`src/rtl/dual_hash_pkg.sv`:
```
package dual_hash_pkg;

  localparam int WORD_W     = 32;
  localparam int MSG_WORDS  = 16;
  localparam int ST_WORDS   = 5;
  localparam int MD5_STEPS  = 64;
  localparam int SHA_STEPS  = 80;
  localparam int STEP_W     = $clog2(SHA_STEPS);
  localparam int IDX_W      = $clog2(MSG_WORDS);
  localparam int DIG_W      = WORD_W * ST_WORDS;
  localparam int BLK_W      = WORD_W * MSG_WORDS;

  typedef logic [WORD_W-1:0] word_t;
  typedef logic [STEP_W-1:0] step_t;

  // control-to-datapath strobes
  typedef struct packed {
    logic  load;
    logic  step;
    logic  fold;
    logic  sha;
    logic  first;
    step_t stepIdx;
  } hcStrobe_t;

  typedef enum logic [2:0] {
    FN_CHOOSE = 3'd0,
    FN_PARITY = 3'd1,
    FN_MAJOR  = 3'd2,
    FN_MD5G   = 3'd3,
    FN_MD5I   = 3'd4
  } fnSel_e;

  localparam word_t SHA_IV [ST_WORDS] = '{32'h67452301, 32'hEFCDAB89, 32'h98BADCFE,
                                          32'h10325476, 32'hC3D2E1F0};
  localparam word_t MD5_IV [ST_WORDS] = '{32'h67452301, 32'hEFCDAB89, 32'h98BADCFE,
                                          32'h10325476, 32'h00000000};

  function automatic word_t rotl(word_t x, logic [4:0] n);
    return (x << n) | (x >> (6'd32 - {1'b0, n}));
  endfunction

  function automatic word_t bswap(word_t x);
    return {x[7:0], x[15:8], x[23:16], x[31:24]};
  endfunction

  // shared nonlinear function, selected per round
  function automatic word_t mixFn(fnSel_e sel, word_t x, word_t y, word_t z);
    case (sel)
      FN_CHOOSE: return (x & y) | (~x & z);
      FN_PARITY: return x ^ y ^ z;
      FN_MAJOR:  return (x & y) | (x & z) | (y & z);
      FN_MD5G:   return (x & z) | (y & ~z);
      default:   return y ^ (x | ~z);
    endcase
  endfunction

  function automatic word_t shaConst(logic [1:0] rnd);
    case (rnd)
      2'd0:    return 32'h5A827999;
      2'd1:    return 32'h6ED9EBA1;
      2'd2:    return 32'h8F1BBCDC;
      default: return 32'hCA62C1D6;
    endcase
  endfunction

  function automatic logic [4:0] md5Rot(logic [1:0] rnd, logic [1:0] j);
    logic [19:0] amts;
    case (rnd)
      2'd0:    amts = {5'd22, 5'd17, 5'd12, 5'd7};
      2'd1:    amts = {5'd20, 5'd14, 5'd9,  5'd5};
      2'd2:    amts = {5'd23, 5'd16, 5'd11, 5'd4};
      default: amts = {5'd21, 5'd15, 5'd10, 5'd6};
    endcase
    return amts[5*j +: 5];
  endfunction

  function automatic logic [IDX_W-1:0] md5Word(logic [1:0] rnd, logic [IDX_W-1:0] j);
    case (rnd)
      2'd0:    return j;
      2'd1:    return 4'd1 + j * 4'd5;
      2'd2:    return 4'd5 + j * 4'd3;
      default: return j * 4'd7;
    endcase
  endfunction

  function automatic word_t md5Const(logic [5:0] i);
    case (i)
      6'd0:  return 32'hd76aa478; 6'd1:  return 32'he8c7b756; 6'd2:  return 32'h242070db;
      6'd3:  return 32'hc1bdceee; 6'd4:  return 32'hf57c0faf; 6'd5:  return 32'h4787c62a;
      6'd6:  return 32'ha8304613; 6'd7:  return 32'hfd469501; 6'd8:  return 32'h698098d8;
      6'd9:  return 32'h8b44f7af; 6'd10: return 32'hffff5bb1; 6'd11: return 32'h895cd7be;
      6'd12: return 32'h6b901122; 6'd13: return 32'hfd987193; 6'd14: return 32'ha679438e;
      6'd15: return 32'h49b40821; 6'd16: return 32'hf61e2562; 6'd17: return 32'hc040b340;
      6'd18: return 32'h265e5a51; 6'd19: return 32'he9b6c7aa; 6'd20: return 32'hd62f105d;
      6'd21: return 32'h02441453; 6'd22: return 32'hd8a1e681; 6'd23: return 32'he7d3fbc8;
      6'd24: return 32'h21e1cde6; 6'd25: return 32'hc33707d6; 6'd26: return 32'hf4d50d87;
      6'd27: return 32'h455a14ed; 6'd28: return 32'ha9e3e905; 6'd29: return 32'hfcefa3f8;
      6'd30: return 32'h676f02d9; 6'd31: return 32'h8d2a4c8a; 6'd32: return 32'hfffa3942;
      6'd33: return 32'h8771f681; 6'd34: return 32'h6d9d6122; 6'd35: return 32'hfde5380c;
      6'd36: return 32'ha4beea44; 6'd37: return 32'h4bdecfa9; 6'd38: return 32'hf6bb4b60;
      6'd39: return 32'hbebfbc70; 6'd40: return 32'h289b7ec6; 6'd41: return 32'heaa127fa;
      6'd42: return 32'hd4ef3085; 6'd43: return 32'h04881d05; 6'd44: return 32'hd9d4d039;
      6'd45: return 32'he6db99e5; 6'd46: return 32'h1fa27cf8; 6'd47: return 32'hc4ac5665;
      6'd48: return 32'hf4292244; 6'd49: return 32'h432aff97; 6'd50: return 32'hab9423a7;
      6'd51: return 32'hfc93a039; 6'd52: return 32'h655b59c3; 6'd53: return 32'h8f0ccc92;
      6'd54: return 32'hffeff47d; 6'd55: return 32'h85845dd1; 6'd56: return 32'h6fa87e4f;
      6'd57: return 32'hfe2ce6e0; 6'd58: return 32'ha3014314; 6'd59: return 32'h4e0811a1;
      6'd60: return 32'hf7537e82; 6'd61: return 32'hbd3af235; 6'd62: return 32'h2ad7d2bb;
      default: return 32'heb86d391;
    endcase
  endfunction

endpackage

```
`src/rtl/dual_hash_ctrl.sv`:
```
module dual_hash_ctrl
  import dual_hash_pkg::*;
(
  input  logic      clk,
  input  logic      rstN,
  input  logic      startI,
  input  logic      shaModeI,
  input  logic      firstBlockI,
  output hcStrobe_t strobeO,
  output logic      busyO,
  output logic      doneO
);

  typedef enum logic [1:0] {S_IDLE, S_RUN, S_FOLD} ctrlState_e;

  localparam step_t LAST_MD5 = step_t'(MD5_STEPS - 1);
  localparam step_t LAST_SHA = step_t'(SHA_STEPS - 1);

  ctrlState_e state;
  step_t      stepCnt;
  logic       shaLat;
  logic       firstLat;
  logic       accept;
  step_t      lastStep;

  assign accept   = (state == S_IDLE) && startI;
  assign lastStep = shaLat ? LAST_SHA : LAST_MD5;

  always_ff @(posedge clk) begin
    if (!rstN) begin
      state    <= S_IDLE;
      stepCnt  <= '0;
      shaLat   <= 1'b0;
      firstLat <= 1'b0;
      doneO    <= 1'b0;
    end else begin
      doneO <= 1'b0;
      case (state)
        S_IDLE: if (startI) begin
          state    <= S_RUN;
          stepCnt  <= '0;
          shaLat   <= shaModeI;
          firstLat <= firstBlockI;
        end
        S_RUN: begin
          if (stepCnt == lastStep) state <= S_FOLD;
          else                     stepCnt <= stepCnt + 1'b1;
        end
        default: begin
          state <= S_IDLE;
          doneO <= 1'b1;
        end
      endcase
    end
  end

  always_comb begin
    strobeO.load    = accept;
    strobeO.step    = (state == S_RUN);
    strobeO.fold    = (state == S_FOLD);
    strobeO.sha     = (state == S_IDLE) ? shaModeI    : shaLat;
    strobeO.first   = (state == S_IDLE) ? firstBlockI : firstLat;
    strobeO.stepIdx = stepCnt;
  end

  assign busyO = (state != S_IDLE);

endmodule

```
`src/rtl/dual_hash_datapath.sv`:
```
module dual_hash_datapath
  import dual_hash_pkg::*;
(
  input  logic             clk,
  input  logic             rstN,
  input  hcStrobe_t        strobeI,
  input  logic [BLK_W-1:0] msgI,
  output logic [DIG_W-1:0] digestO
);

  word_t st    [ST_WORDS];
  word_t chain [ST_WORDS];
  word_t sched [MSG_WORDS];
  word_t base  [ST_WORDS];
  logic  outSha;

  step_t            t;
  logic [1:0]       shaRnd;
  logic [1:0]       md5Rnd;
  logic [IDX_W-1:0] slot;
  word_t            wCur;
  word_t            fnOut;
  fnSel_e           fnSel;
  word_t            shaTemp;
  word_t            md5Sum;
  word_t            md5New;

  assign t      = strobeI.stepIdx;
  assign slot   = t[IDX_W-1:0];
  assign md5Rnd = t[5:4];

  always_comb begin
    if      (t < step_t'(20)) shaRnd = 2'd0;
    else if (t < step_t'(40)) shaRnd = 2'd1;
    else if (t < step_t'(60)) shaRnd = 2'd2;
    else                      shaRnd = 2'd3;
  end

  // round function selection, shared between modes
  always_comb begin
    if (strobeI.sha) begin
      case (shaRnd)
        2'd0:    fnSel = FN_CHOOSE;
        2'd2:    fnSel = FN_MAJOR;
        default: fnSel = FN_PARITY;
      endcase
    end else begin
      case (md5Rnd)
        2'd0:    fnSel = FN_CHOOSE;
        2'd1:    fnSel = FN_MD5G;
        2'd2:    fnSel = FN_PARITY;
        default: fnSel = FN_MD5I;
      endcase
    end
  end

  assign fnOut = mixFn(fnSel, st[1], st[2], st[3]);

  // SHA-1 schedule in a circular buffer of sixteen words
  always_comb begin
    if (t < step_t'(MSG_WORDS))
      wCur = sched[slot];
    else
      wCur = rotl(sched[slot + 4'd13] ^ sched[slot + 4'd8] ^
                  sched[slot + 4'd2]  ^ sched[slot], 5'd1);
  end

  assign shaTemp = rotl(st[0], 5'd5) + fnOut + st[4] + wCur + shaConst(shaRnd);
  assign md5Sum  = st[0] + fnOut + sched[md5Word(md5Rnd, slot)] + md5Const(t[5:0]);
  assign md5New  = st[1] + rotl(md5Sum, md5Rot(md5Rnd, slot[1:0]));

  always_comb begin
    for (int i = 0; i < ST_WORDS; i++)
      base[i] = strobeI.first ? (strobeI.sha ? SHA_IV[i] : MD5_IV[i]) : chain[i];
  end

  always_ff @(posedge clk) begin
    if (!rstN) begin
      for (int i = 0; i < ST_WORDS; i++) begin
        st[i]    <= '0;
        chain[i] <= '0;
      end
      for (int i = 0; i < MSG_WORDS; i++) sched[i] <= '0;
      outSha <= 1'b0;
    end else if (strobeI.load) begin
      for (int i = 0; i < ST_WORDS - 1; i++) st[i] <= base[i];
      st[ST_WORDS-1] <= strobeI.sha ? base[ST_WORDS-1] : '0;
      for (int i = 0; i < MSG_WORDS; i++) begin
        sched[i] <= strobeI.sha ? msgI[BLK_W-1-WORD_W*i -: WORD_W]
                                : bswap(msgI[BLK_W-1-WORD_W*i -: WORD_W]);
      end
    end else if (strobeI.step) begin
      if (strobeI.sha) begin
        st[0]       <= shaTemp;
        st[1]       <= st[0];
        st[2]       <= rotl(st[1], 5'd30);
        st[3]       <= st[2];
        st[4]       <= st[3];
        sched[slot] <= wCur;
      end else begin
        st[0] <= st[3];
        st[1] <= md5New;
        st[2] <= st[1];
        st[3] <= st[2];
      end
    end else if (strobeI.fold) begin
      for (int i = 0; i < ST_WORDS - 1; i++) chain[i] <= base[i] + st[i];
      chain[ST_WORDS-1] <= strobeI.sha ? base[ST_WORDS-1] + st[ST_WORDS-1] : '0;
      outSha <= strobeI.sha;
    end
  end

  logic [DIG_W-1:0] shaDig;
  logic [DIG_W-1:0] md5Dig;

  for (genvar gi = 0; gi < ST_WORDS; gi++) begin : g_dig
    assign shaDig[DIG_W-1-WORD_W*gi -: WORD_W] = chain[gi];
    if (gi < ST_WORDS - 1) begin : g_md5
      assign md5Dig[DIG_W-1-WORD_W*gi -: WORD_W] = bswap(chain[gi]);
    end else begin : g_pad
      assign md5Dig[DIG_W-1-WORD_W*gi -: WORD_W] = '0;
    end
  end

  assign digestO = outSha ? shaDig : md5Dig;

endmodule

```
`src/rtl/dual_hash_core.sv`:
```
module dual_hash_core
  import dual_hash_pkg::*;
(
  input  logic             clk,
  input  logic             rstN,
  input  logic             startI,
  input  logic             shaModeI,
  input  logic             firstBlockI,
  input  logic [BLK_W-1:0] msgI,
  output logic             busyO,
  output logic             doneO,
  output logic [DIG_W-1:0] digestO
);

  hcStrobe_t strobe;

  dual_hash_ctrl u_ctrl (
    .clk         (clk),
    .rstN        (rstN),
    .startI      (startI),
    .shaModeI    (shaModeI),
    .firstBlockI (firstBlockI),
    .strobeO     (strobe),
    .busyO       (busyO),
    .doneO       (doneO)
  );

  dual_hash_datapath u_dp (
    .clk     (clk),
    .rstN    (rstN),
    .strobeI (strobe),
    .msgI    (msgI),
    .digestO (digestO)
  );

endmodule

```
`config.mk`:
```
export PLATFORM = sky130hd
export DESIGN_NAME = dual_hash_core
export DESIGN_NICKNAME = d
export VERILOG_FILES = /design/src/rtl/dual_hash_pkg.sv /design/src/rtl/dual_hash_ctrl.sv /design/src/rtl/dual_hash_datapath.sv /design/src/rtl/dual_hash_core.sv
export SDC_FILE = /design/constraint.sdc
export NUM_CORES = 2
export LEC_CHECK = 0
export CELL_PAD_IN_SITES_DETAIL_PLACEMENT = 1
export CELL_PAD_IN_SITES_GLOBAL_PLACEMENT = 2
export CORE_MARGIN = 4
export CORE_UTILIZATION = 39
export CTS_CLUSTER_SIZE = 25
export DETAILED_ROUTE_END_ITERATION = 16
export GPL_ROUTABILITY_DRIVEN = 0
export PLACE_DENSITY_LB_ADDON = 0.2
export SLEW_MARGIN = 20
export SYNTH_ARGS = -nofsm -noshare
export SYNTH_HDL_FRONTEND = slang
export SYNTH_SLANG_ARGS = --single-unit
```
`constraint.sdc`:
```
create_clock -name clk -period 14.2 [get_ports clk]
set_clock_uncertainty 0.15 [all_clocks]
set_input_delay 1.42 -clock clk [delete_from_list [all_inputs] [get_ports clk]]
set_output_delay 1.42 -clock clk [all_outputs]
set_load 0.02 [all_outputs]
```
==> out/qor.yml <==
outcome: "complete, no violations"
areaGrowthSynthToFinish_pct: 14.9
grt.overflow.total: 0
yosysTopAreaCellShare_pct: 27.8
synthArstFlopShare_pct: 0
start_util_pct: 39.2
antenna_found_initial: 51
grt_pass1_vias: 88876
crit_path_top_delay_cell: "a21oi_1"
cp-end-kind: "register"
ctsResizeCount: 0
critPathRequiredTime_ns: 14.61
p_int_mw: 8.03
timing.hold.ws_ns: 0.375
synth_top_cell_by_area: "edfxtp_1"
hold_violations: 0
root_buffer: "clkbuf_16"
drc_errors: 0
yosys_warnings: 0
synthCells: 9552
finalCriticalPeriod_ns: 13.12
cts.reportedPaths.clkPinSlew_ns: 0.06
nets: 10820
io_buffers: 678
syn-num-nets: 10588
synth.area.top_cells: "edfxtp_1 (28%), mux4_2 (15%), nand2_1 (6.2%), mux2i_1 (5.2%), ha_1 (4.6%)"
tightest_slew_ns: 1.42
finalSetupTns_ns: 0
grt_start_max_net_pins: 263
worstSkewPairLatency_ns: 0.84
rsz0062_at_grt: "no"
crit_buf_inv: 4
wire_per_inst_microns: 38.5
syn_area_per_cell_sq_um: 9.42
combPwrFrac_pct: 56.4
postCtsHoldBufs: 0
drive_gt1_share_pct: 12.7
hpwlAfterDp_microns: 373000
r2r_slack_ns: 1.08
post_cts_buffers: 0
die_height_microns: 488
rows: 176
critPathTopFamily: "compound AO/OA/AOI/OAI gates"
maxCapViolCount: 0
cts.sinks: 881
design.die.area_sq_um: 239000
ios: 679
grt_usage_pct: 41.0
ys_seq_area_share_pct: 28.8
synth-main-ff-cell: "edfxtp_1"
slew_viol_final: 0
die_w_microns: 488
final_antenna_net_count: 0
cp_slowest_stage_delay_ns: 0.90
power_frac_seq_pct: 24.8
grt_pass1_wl_microns: 694000
p_leak_nw: 39.5
vias_per_cell: 6.90
firstDrtPassIters: 8
clockBufferDepth: 3
critPathArrivalTime_ns: 13.52
clock_power_share_pct: 18.8
cts_tree: "built"
slew_headroom_pct: 4.49
fill_cells: 25775
synth_seq_cells: 881
numCtsBuffers: 108
critPathKind: "register to register"
vias: 89296
synth_edf_count: 832
final-setup-viol-count: 0
hold_class: "register to register"
drtIter0Drc: 11339
timing.fmax_ghz: 0.0762
start_kind: "register"
p_per_area_nw_per_um2: 150
htreeDepth: 3
core_sq_um: 230000
fin_crit_sh_pct: 92.4
p_switching_mw: 7.46
vdd_drop_max_uv: 106
netlist_area_sq_um: 90000
wl_microns: 498000
netSwitchingFraction_pct: 48.2
worstPathMaxFanout: 55
synth_cell_types: 100
[worst register-to-register path, delay by kind of cell, from the launching register on]
| kind | cells | cell delay (ns) |
|---|---|---|
| AND/OR/NAND/NOR | 6 | 1.39 |
| buffers and inverters | 4 | 0.98 |
| XOR/XNOR | 2 | 0.72 |
| flip-flops | 1 | 0.75 |
| adder cells (fa/ha/maj) | 5 | 2.41 |
| multiplexers | 2 | 0.82 |
| AO/OA/AOI/OAI | 17 | 5.65 |
[area by class of cell]
| cell class | instances | area [sq um] | share of cell area (%) |
|---|---|---|---|
| inverters | 410 | 1540 | 1.49 |
| multi-input cells | 7491 | 59900 | 57.9 |
| diodes | 34 | 85.1 | 0.0822 |
| clock inverters | 75 | 737 | 0.712 |
| well taps | 3026 | 3790 | 3.66 |
| flip-flops and latches | 881 | 26000 | 25.1 |
| repair buffers | 892 | 8620 | 8.33 |
| clock buffers | 125 | 2820 | 2.72 |
[synth_stat cells, drive strengths merged, types with 152 or more instances]
| cell type | count |
|---|---|
| xnor2 | 232 |
| inv | 406 |
| o22ai | 383 |
| nor2 | 596 |
| nand3 | 375 |
| buf | 227 |
| ha | 329 |
| mux2 | 152 |
| edfxtp | 832 |
| clkbuf | 543 |
| nand2 | 1491 |
| o21ai | 512 |
| mux4 | 590 |
| mux2i | 469 |
| and2 | 152 |
| fa | 190 |
| a21oi | 455 |
[metal layers]
layer | up-vias | global-route usage [%] | part of all wire (%)
li1 | 36178 | - | -
met1 | 45153 | 44.5 | 33
met2 | 5871 | 64.7 | 45
met3 | 2066 | 11.5 | 9.1
met4 | 28 | 37.7 | 12
met5 | - | 1.22 | 0.095
[placed cells by master, fill, tap and decap left out, types with 190 or more instances in the layout]
| cell | Yosys | layout |
|---|---|---|
| a21oi_1 | 454 | 422 |
| buf_4 | 40 | 198 |
| clkdlybuf4s50_1 | 0 | 677 |
| edfxtp_1 | 832 | 832 |
| fa_1 | 190 | 190 |
| ha_1 | 329 | 327 |
| inv_1 | 402 | 402 |
| mux2i_1 | 468 | 466 |
| mux4_2 | 590 | 590 |
| nand2_1 | 1491 | 1483 |
| nand3_1 | 375 | 368 |
| nor2_1 | 594 | 591 |
| o21ai_0 | 505 | 502 |
| o22ai_1 | 383 | 383 |
| xnor2_1 | 231 | 228 |
[flip-flops by register name, summed over array words and instances, names as in the netlist, named ones only]
signal / cells
u_dp.sched: 512
u_ctrl.firstLat: 1
u_ctrl.state: 2
u_dp.chain: 160
u_ctrl.shaLat: 1
u_ctrl.stepCnt: 7
u_dp.outSha: 1
u_ctrl.doneO: 1
u_dp.st: 160
[path summary, 6_finish.rpt]
check	start	endpoint	depth (start not counted)
setup / recovery	u_ctrl.stepCnt[1]$_SDFFE_PN0P_	u_dp.st[0][63]$_DFFE_PP_	36
hold / removal	u_ctrl.firstLat$_SDFFE_PN0P_	u_ctrl.firstLat$_SDFFE_PN0P_	2
setup reg to reg	u_ctrl.stepCnt[1]$_SDFFE_PN0P_	u_dp.st[0][63]$_DFFE_PP_	36
hold reg to reg	u_ctrl.firstLat$_SDFFE_PN0P_	u_ctrl.firstLat$_SDFFE_PN0P_	2
[per-stage QoR]
stage | power (mW) | setup WS, ns | cell area, sq um | cells | util, %
2_1_floorplan | 9.12 | 1.42 | 90000 | 9552 | -
3_3_place_gp | 12.0 | 1.85 | 99600 | 12694 | 43.3
3_5_place_dp | 12.2 | 1.61 | 99600 | 12694 | 43.3
4_1_cts | 15.1 | 1.58 | 103000 | 12894 | 44.9
5_1_grt | 16.2 | 0.524 | 103000 | 12909 | 45.0
6_report | 15.5 | 1.08 | 103000 | 12934 | 45.0
[cell families (layout without fill, tap and decap cells)]
kind of cell               after synthesis  count (layout)  synth area share [%]
and+or+nand+nor                       3121            3121                  15.4
AOI/OAI and AO/OA                     2282            2282                  16.3
buffers and inverters                 1180            1502                  5.28
DFF                                    881             881                  28.8
other                                    0              34                     0
xor gates and xnor gates               358             358                  3.52
adders and majority gates              519             519                  8.80
muxes                                 1211            1211                  21.9
[power groups by stage]
stage          clock network, mW  logic (mW)  registers (mW)
2_1_floorplan                  0        5.71            3.40
3_5_place_dp                   0        8.34            3.84
6_report                    2.91        8.73            3.84
4_1_cts                     2.92        8.41            3.79
5_1_grt                     3.03        9.33            3.81
3_3_place_gp                   0        8.16            3.82
Note: power is estimated with default switching activity, not from simulation.
